**src/rtl/ir_mod_pkg.sv**
```systemverilog
package ir_mod_pkg;
    localparam int CFG_W   = 5;
    localparam int B_EN    = 0;
    localparam int B_INV   = 1;
    localparam int B_FSK   = 2;
    localparam int B_SWSRC = 3;
    localparam int B_SWBIT = 4;

    typedef struct packed {
        logic sw_bit;
        logic sw_src;
        logic fsk;
        logic inv;
        logic en;
    } ir_cfg_t;

    typedef enum logic [2:0] {
        S_PASS    = 3'd0,
        S_ASK_ON  = 3'd1,
        S_ASK_OFF = 3'd2,
        S_FSK_A   = 3'd3,
        S_FSK_B   = 3'd4
    } mod_state_e;
endpackage

```
**src/rtl/ir_cfg_reg.sv**
```systemverilog
module ir_cfg_reg
    import ir_mod_pkg::*;
(
    input  logic             clk,
    input  logic             rst_n,
    input  logic             we,
    input  logic [CFG_W-1:0] wdata,
    output ir_cfg_t          cfg
);
    always_ff @(posedge clk or negedge rst_n) begin
        if (!rst_n) begin
            cfg <= '0;
        end else if (we) begin
            cfg <= ir_cfg_t'(wdata);
        end
    end
endmodule

```
**src/rtl/ir_data_sync.sv**
```systemverilog
module ir_data_sync #(
    parameter int SYNC_STAGES = 1
) (
    input  logic clk,
    input  logic rst_n,
    input  logic use_sw,
    input  logic sw_bit,
    input  logic tx_in,
    output logic data_q
);
    logic                   src;
    logic [SYNC_STAGES-1:0] chain;

    assign src = use_sw ? sw_bit : tx_in;

    for (genvar g = 0; g < SYNC_STAGES; g++) begin : g_stage
        if (g == 0) begin : g_first
            always_ff @(posedge clk or negedge rst_n) begin
                if (!rst_n) chain[0] <= 1'b0;
                else        chain[0] <= src;
            end
        end else begin : g_next
            always_ff @(posedge clk or negedge rst_n) begin
                if (!rst_n) chain[g] <= 1'b0;
                else        chain[g] <= chain[g-1];
            end
        end
    end

    assign data_q = chain[SYNC_STAGES-1];
endmodule

```
**src/rtl/ir_mod_fsm.sv**
```systemverilog
module ir_mod_fsm
    import ir_mod_pkg::*;
#(
    parameter bit IDLE_LEVEL = 1'b0
) (
    input  logic       clk,
    input  logic       rst_n,
    input  ir_cfg_t    cfg,
    input  logic       data_q,
    input  logic       carrier_a,
    input  logic       carrier_b,
    input  logic       tx_in,
    output mod_state_e state,
    output logic       ir_out
);
    mod_state_e next_state;

    always_comb begin
        if (!cfg.en)      next_state = S_PASS;
        else if (cfg.fsk) next_state = data_q ? S_FSK_A : S_FSK_B;
        else              next_state = data_q ? S_ASK_ON : S_ASK_OFF;
    end

    always_ff @(posedge clk or negedge rst_n) begin
        if (!rst_n) state <= S_PASS;
        else        state <= next_state;
    end

    always_comb begin
        unique case (state)
            S_PASS:    ir_out = tx_in;
            S_ASK_ON:  ir_out = carrier_a ^ cfg.inv;
            S_ASK_OFF: ir_out = IDLE_LEVEL ^ cfg.inv;
            S_FSK_A:   ir_out = carrier_a ^ cfg.inv;
            S_FSK_B:   ir_out = carrier_b ^ cfg.inv;
            default:   ir_out = tx_in;
        endcase
    end
endmodule

```
**src/rtl/ir_carrier_mod.sv**
```systemverilog
module ir_carrier_mod
    import ir_mod_pkg::*;
#(
    parameter int SYNC_STAGES = 1,
    parameter bit IDLE_LEVEL  = 1'b0
) (
    input  logic             clk,
    input  logic             rst_n,
    input  logic             cfg_we,
    input  logic [CFG_W-1:0] cfg_wdata,
    output logic [CFG_W-1:0] cfg_rdata,
    input  logic             carrier_a,
    input  logic             carrier_b,
    input  logic             tx_in,
    output logic             ir_out
);
    ir_cfg_t    cfg;
    logic       data_q;
    mod_state_e mod_state;

    ir_cfg_reg u_cfg (
        .clk   (clk),
        .rst_n (rst_n),
        .we    (cfg_we),
        .wdata (cfg_wdata),
        .cfg   (cfg)
    );

    ir_data_sync #(.SYNC_STAGES(SYNC_STAGES)) u_sync (
        .clk    (clk),
        .rst_n  (rst_n),
        .use_sw (cfg.sw_src),
        .sw_bit (cfg.sw_bit),
        .tx_in  (tx_in),
        .data_q (data_q)
    );

    ir_mod_fsm #(.IDLE_LEVEL(IDLE_LEVEL)) u_fsm (
        .clk       (clk),
        .rst_n     (rst_n),
        .cfg       (cfg),
        .data_q    (data_q),
        .carrier_a (carrier_a),
        .carrier_b (carrier_b),
        .tx_in     (tx_in),
        .state     (mod_state),
        .ir_out    (ir_out)
    );

    assign cfg_rdata = CFG_W'(cfg);
endmodule

```
**config.mk**
```make
export PLATFORM = sky130hd
export DESIGN_NAME = ir_carrier_mod
export DESIGN_NICKNAME = d
export VERILOG_FILES = /design/src/rtl/ir_mod_pkg.sv /design/src/rtl/ir_cfg_reg.sv /design/src/rtl/ir_data_sync.sv /design/src/rtl/ir_mod_fsm.sv /design/src/rtl/ir_carrier_mod.sv
export SDC_FILE = /design/constraint.sdc
export NUM_CORES = 1
export LEC_CHECK = 0
export CORE_AREA = 2 2 39 41
export CTS_CLUSTER_DIAMETER = 80
export DETAILED_ROUTE_END_ITERATION = 10
export DIE_AREA = 0 0 41 43
export DONT_BUFFER_PORTS = 1
export PLACE_DENSITY = 0.44
export SETUP_SLACK_MARGIN = 0.05
export SYNTH_ARGS = -nofsm -noshare
export SYNTH_HDL_FRONTEND = slang
export SYNTH_SLANG_ARGS = --single-unit
```
**constraint.sdc**
```tcl
create_clock -name clk -period 3.9 [get_ports clk]
set_input_delay 1.17 -clock clk [delete_from_list [all_inputs] [get_ports clk]]
set_output_delay 1.17 -clock clk [all_outputs]
set_load 0.1 [all_outputs]
```
==> metrics.txt <==
xor and xnor area share after synthesis 0.0431; critical path class primary input to primary output; Die Span X 41 um; largest family of logic cells by synthesized area multiplexers; Pins Over Slew Limit 0; Core Util, Final 0.332; HP Start u_sync.data_q; final setup TNS 0 ns; syn_area_per_cell around 13 um^2; Post-Synth Simple-Gate Area 0.123; setup bufs post-CTS 0; clock-pin slew on the worst setup and hold paths approximately 0.060 ns; commonest cells after routing, fill and taps aside 9 x dfrtp_1, 5 x mux2_1, 3 x and2_1, 3 x clkbuf_4; hold_buf cts 0; grt total ovfl 0; detailed-route via count 260; total track usage 0.113; Final setup violation count 0; status finished, final reports clean; CTS Buf Count 3; clock power share 0.257; Die Ht approximately 43 um; nets@finish 48; Crit. End Element primary output; post-CTS sizing 0; critical path data required time 2.73 ns; YS warnings 0; Post-Synth Adder-Cell Area 0.0308; startpoint types primary input; post-synthesis sequential element count 9; DRC viols 0; antenna cells 0; post-synthesis compound-gate area fraction 0.0369; GP Congestion about 0.63; Post-Syn Instances 31; DR pass1 iterations 2; Worst-Margin Slew 0.936 ns; Setup WS pre-CTS 0.772 ns; Final WS setup between 0.7 and 0.8 ns; Cell Int Power roughly 0.00016 W; CTS tree done; Initial Utilization 0.294; commonest non-fill, non-tap cell in the layout dfrtp_1; layout cells sized above 1 0.200; number of I/O port buffers 0; crit path DAT 1.95 ns; Cell Pwr Density between 500 and 600 nW/um^2; Final Power about 0.00027 W; CTS Root Cell clkbuf_4; Core ar. around 1400 um^2; worst setup path start carrier_b; first-pass GRT wire length 1190 um; row count 14; die area ~1800 um^2; Synthesized Nets 43; synthesized area approximately 410 um^2; final hold vios 0; fin crit share 0.801; largest net degree at the start of global routing 10; Max FO, Critical Path 1; Netlist cell types 15; drt total wl around 730 um; post-route ant nets 0; fin area roughly 460 um^2; hold crit path type flip-flop to flip-flop; slew margin rel. 0.376; antenna violations before repair 0; Skew-Pair Late Insertion Delay between 0.2 and 0.3 ns; number of top-level pins 17; worst r2r src u_cfg.cfg[2]; vias in the first global route approximately 300; RSZ-0062 raised after global routing false; clock buffer depth 2; mux share of post-synthesis cell area 0.166; clk sink count 9; P_sw around 0.00011 W; area grow syn2layout 12.9%; Seq/Total Area, Yosys 0.554; placement-stage cell area ~430 um^2; Logic pwr share 0.211; routed vias/inst between 5 and 6; leak pwr slightly above 0.2 nW; initial DRC count 3; Routed WL per cell between 10 and 15 um; sw frac 0.405; Max-Cap Viols 0; fin crit period 3.12 ns; Reg power frac 0.532; H-tree Lvls 1; Worst IR Drop VDD approximately 270 uV; Max Clock Skew 0.0000863 ns; FMAX ~320 MHz
[cell type report]
type	instances	area (um^2)
Clock buffer	4	26.3
Sequential cell	9	225
Timing Repair Buffer	2	15.0
Inverter	1	3.75
Fill cell	141	925
Tap cell	16	20.0
Multi-Input combinational cell	19	169
[power by group through the flow]
stage / sequential, W / clock, W / combinational, W
final: 0.000144 / 0.0000694 / 0.0000571
after global routing: 0.000145 / 0.0000819 / 0.0000608
after CTS: 0.000144 / 0.0000737 / 0.0000577
after detailed placement: 0.000145 / 0 / 0.0000577
after global placement: 0.000145 / 0 / 0.0000560
after floorplan: 0.000135 / 0 / 0.0000592
[layer usage]
layer | vias to the layer above | routed length [um] | global-route usage
li1 | 112 | - | -
met1 | 131 | 244 | 0.110
met2 | 15 | 354 | 0.153
met3 | 2 | 111 | 0.105
met4 | 0 | 14 | 0.0600
met5 | - | 0 | 0
[state kept, by name, summed over array words and instances, names as in the netlist]
signal and count:
u_fsm.state 3, u_sync.data_q 1, u_cfg.cfg 5
[Yosys cell counts]
cell	instances	share of area
nand2_1	1	0.0092
a31oi_1	1	0.015
ha_1	1	0.031
a211o_1	1	0.022
nor4b_1	1	0.022
nor3_1	1	0.012
mux2_2	1	0.028
inv_1	1	0.0092
nand3b_1	1	0.018
mux2_1	5	0.14
xor2_1	2	0.043
buf_4	2	0.037
nand2b_1	1	0.015
and2_1	3	0.046
dfrtp_1	9	0.55
[path summary, 6_finish.rpt]
kind | to | slack (ns) | cells past startpoint
worst max-delay path | ir_out | 0.78 | 4
worst min-delay path | u_fsm.state[0] | 0.49 | 1
worst max register to register | u_fsm.state[1] | 2.32 | 2
worst min register to register | u_fsm.state[0] | 0.49 | 1
max in group asynchronous | u_cfg.cfg[3] | 3.23 | 0
min in group asynchronous | u_sync.data_q | 0.60 | 0
[cell families (layout without fill, tap and decap cells)]
family,count (synthesis),in the layout
flip-flops,9,9
AND/OR/NAND/NOR,8,8
multiplexers,6,6
buffers and inverters,3,7
AO/OA/AOI/OAI,2,2
XOR/XNOR,2,2
adder cells (fa/ha/maj),1,1
[critical path: stages]
cell,delay (ns)
xor2_1,0.14
nor4b_1,0.33
a31oi_2,0.07
buf_4,0.25
[stage by stage]
step / cells / hold WS, ns
2_1_floorplan: 31 / 0.454
3_3_place_gp: 47 / 0.481
3_5_place_dp: 47 / 0.485
4_1_cts: 51 / 0.496
5_1_grt: 51 / 0.512
6_report: 51 / 0.490
No activity file was read; power rests on OpenSTA's default activity.
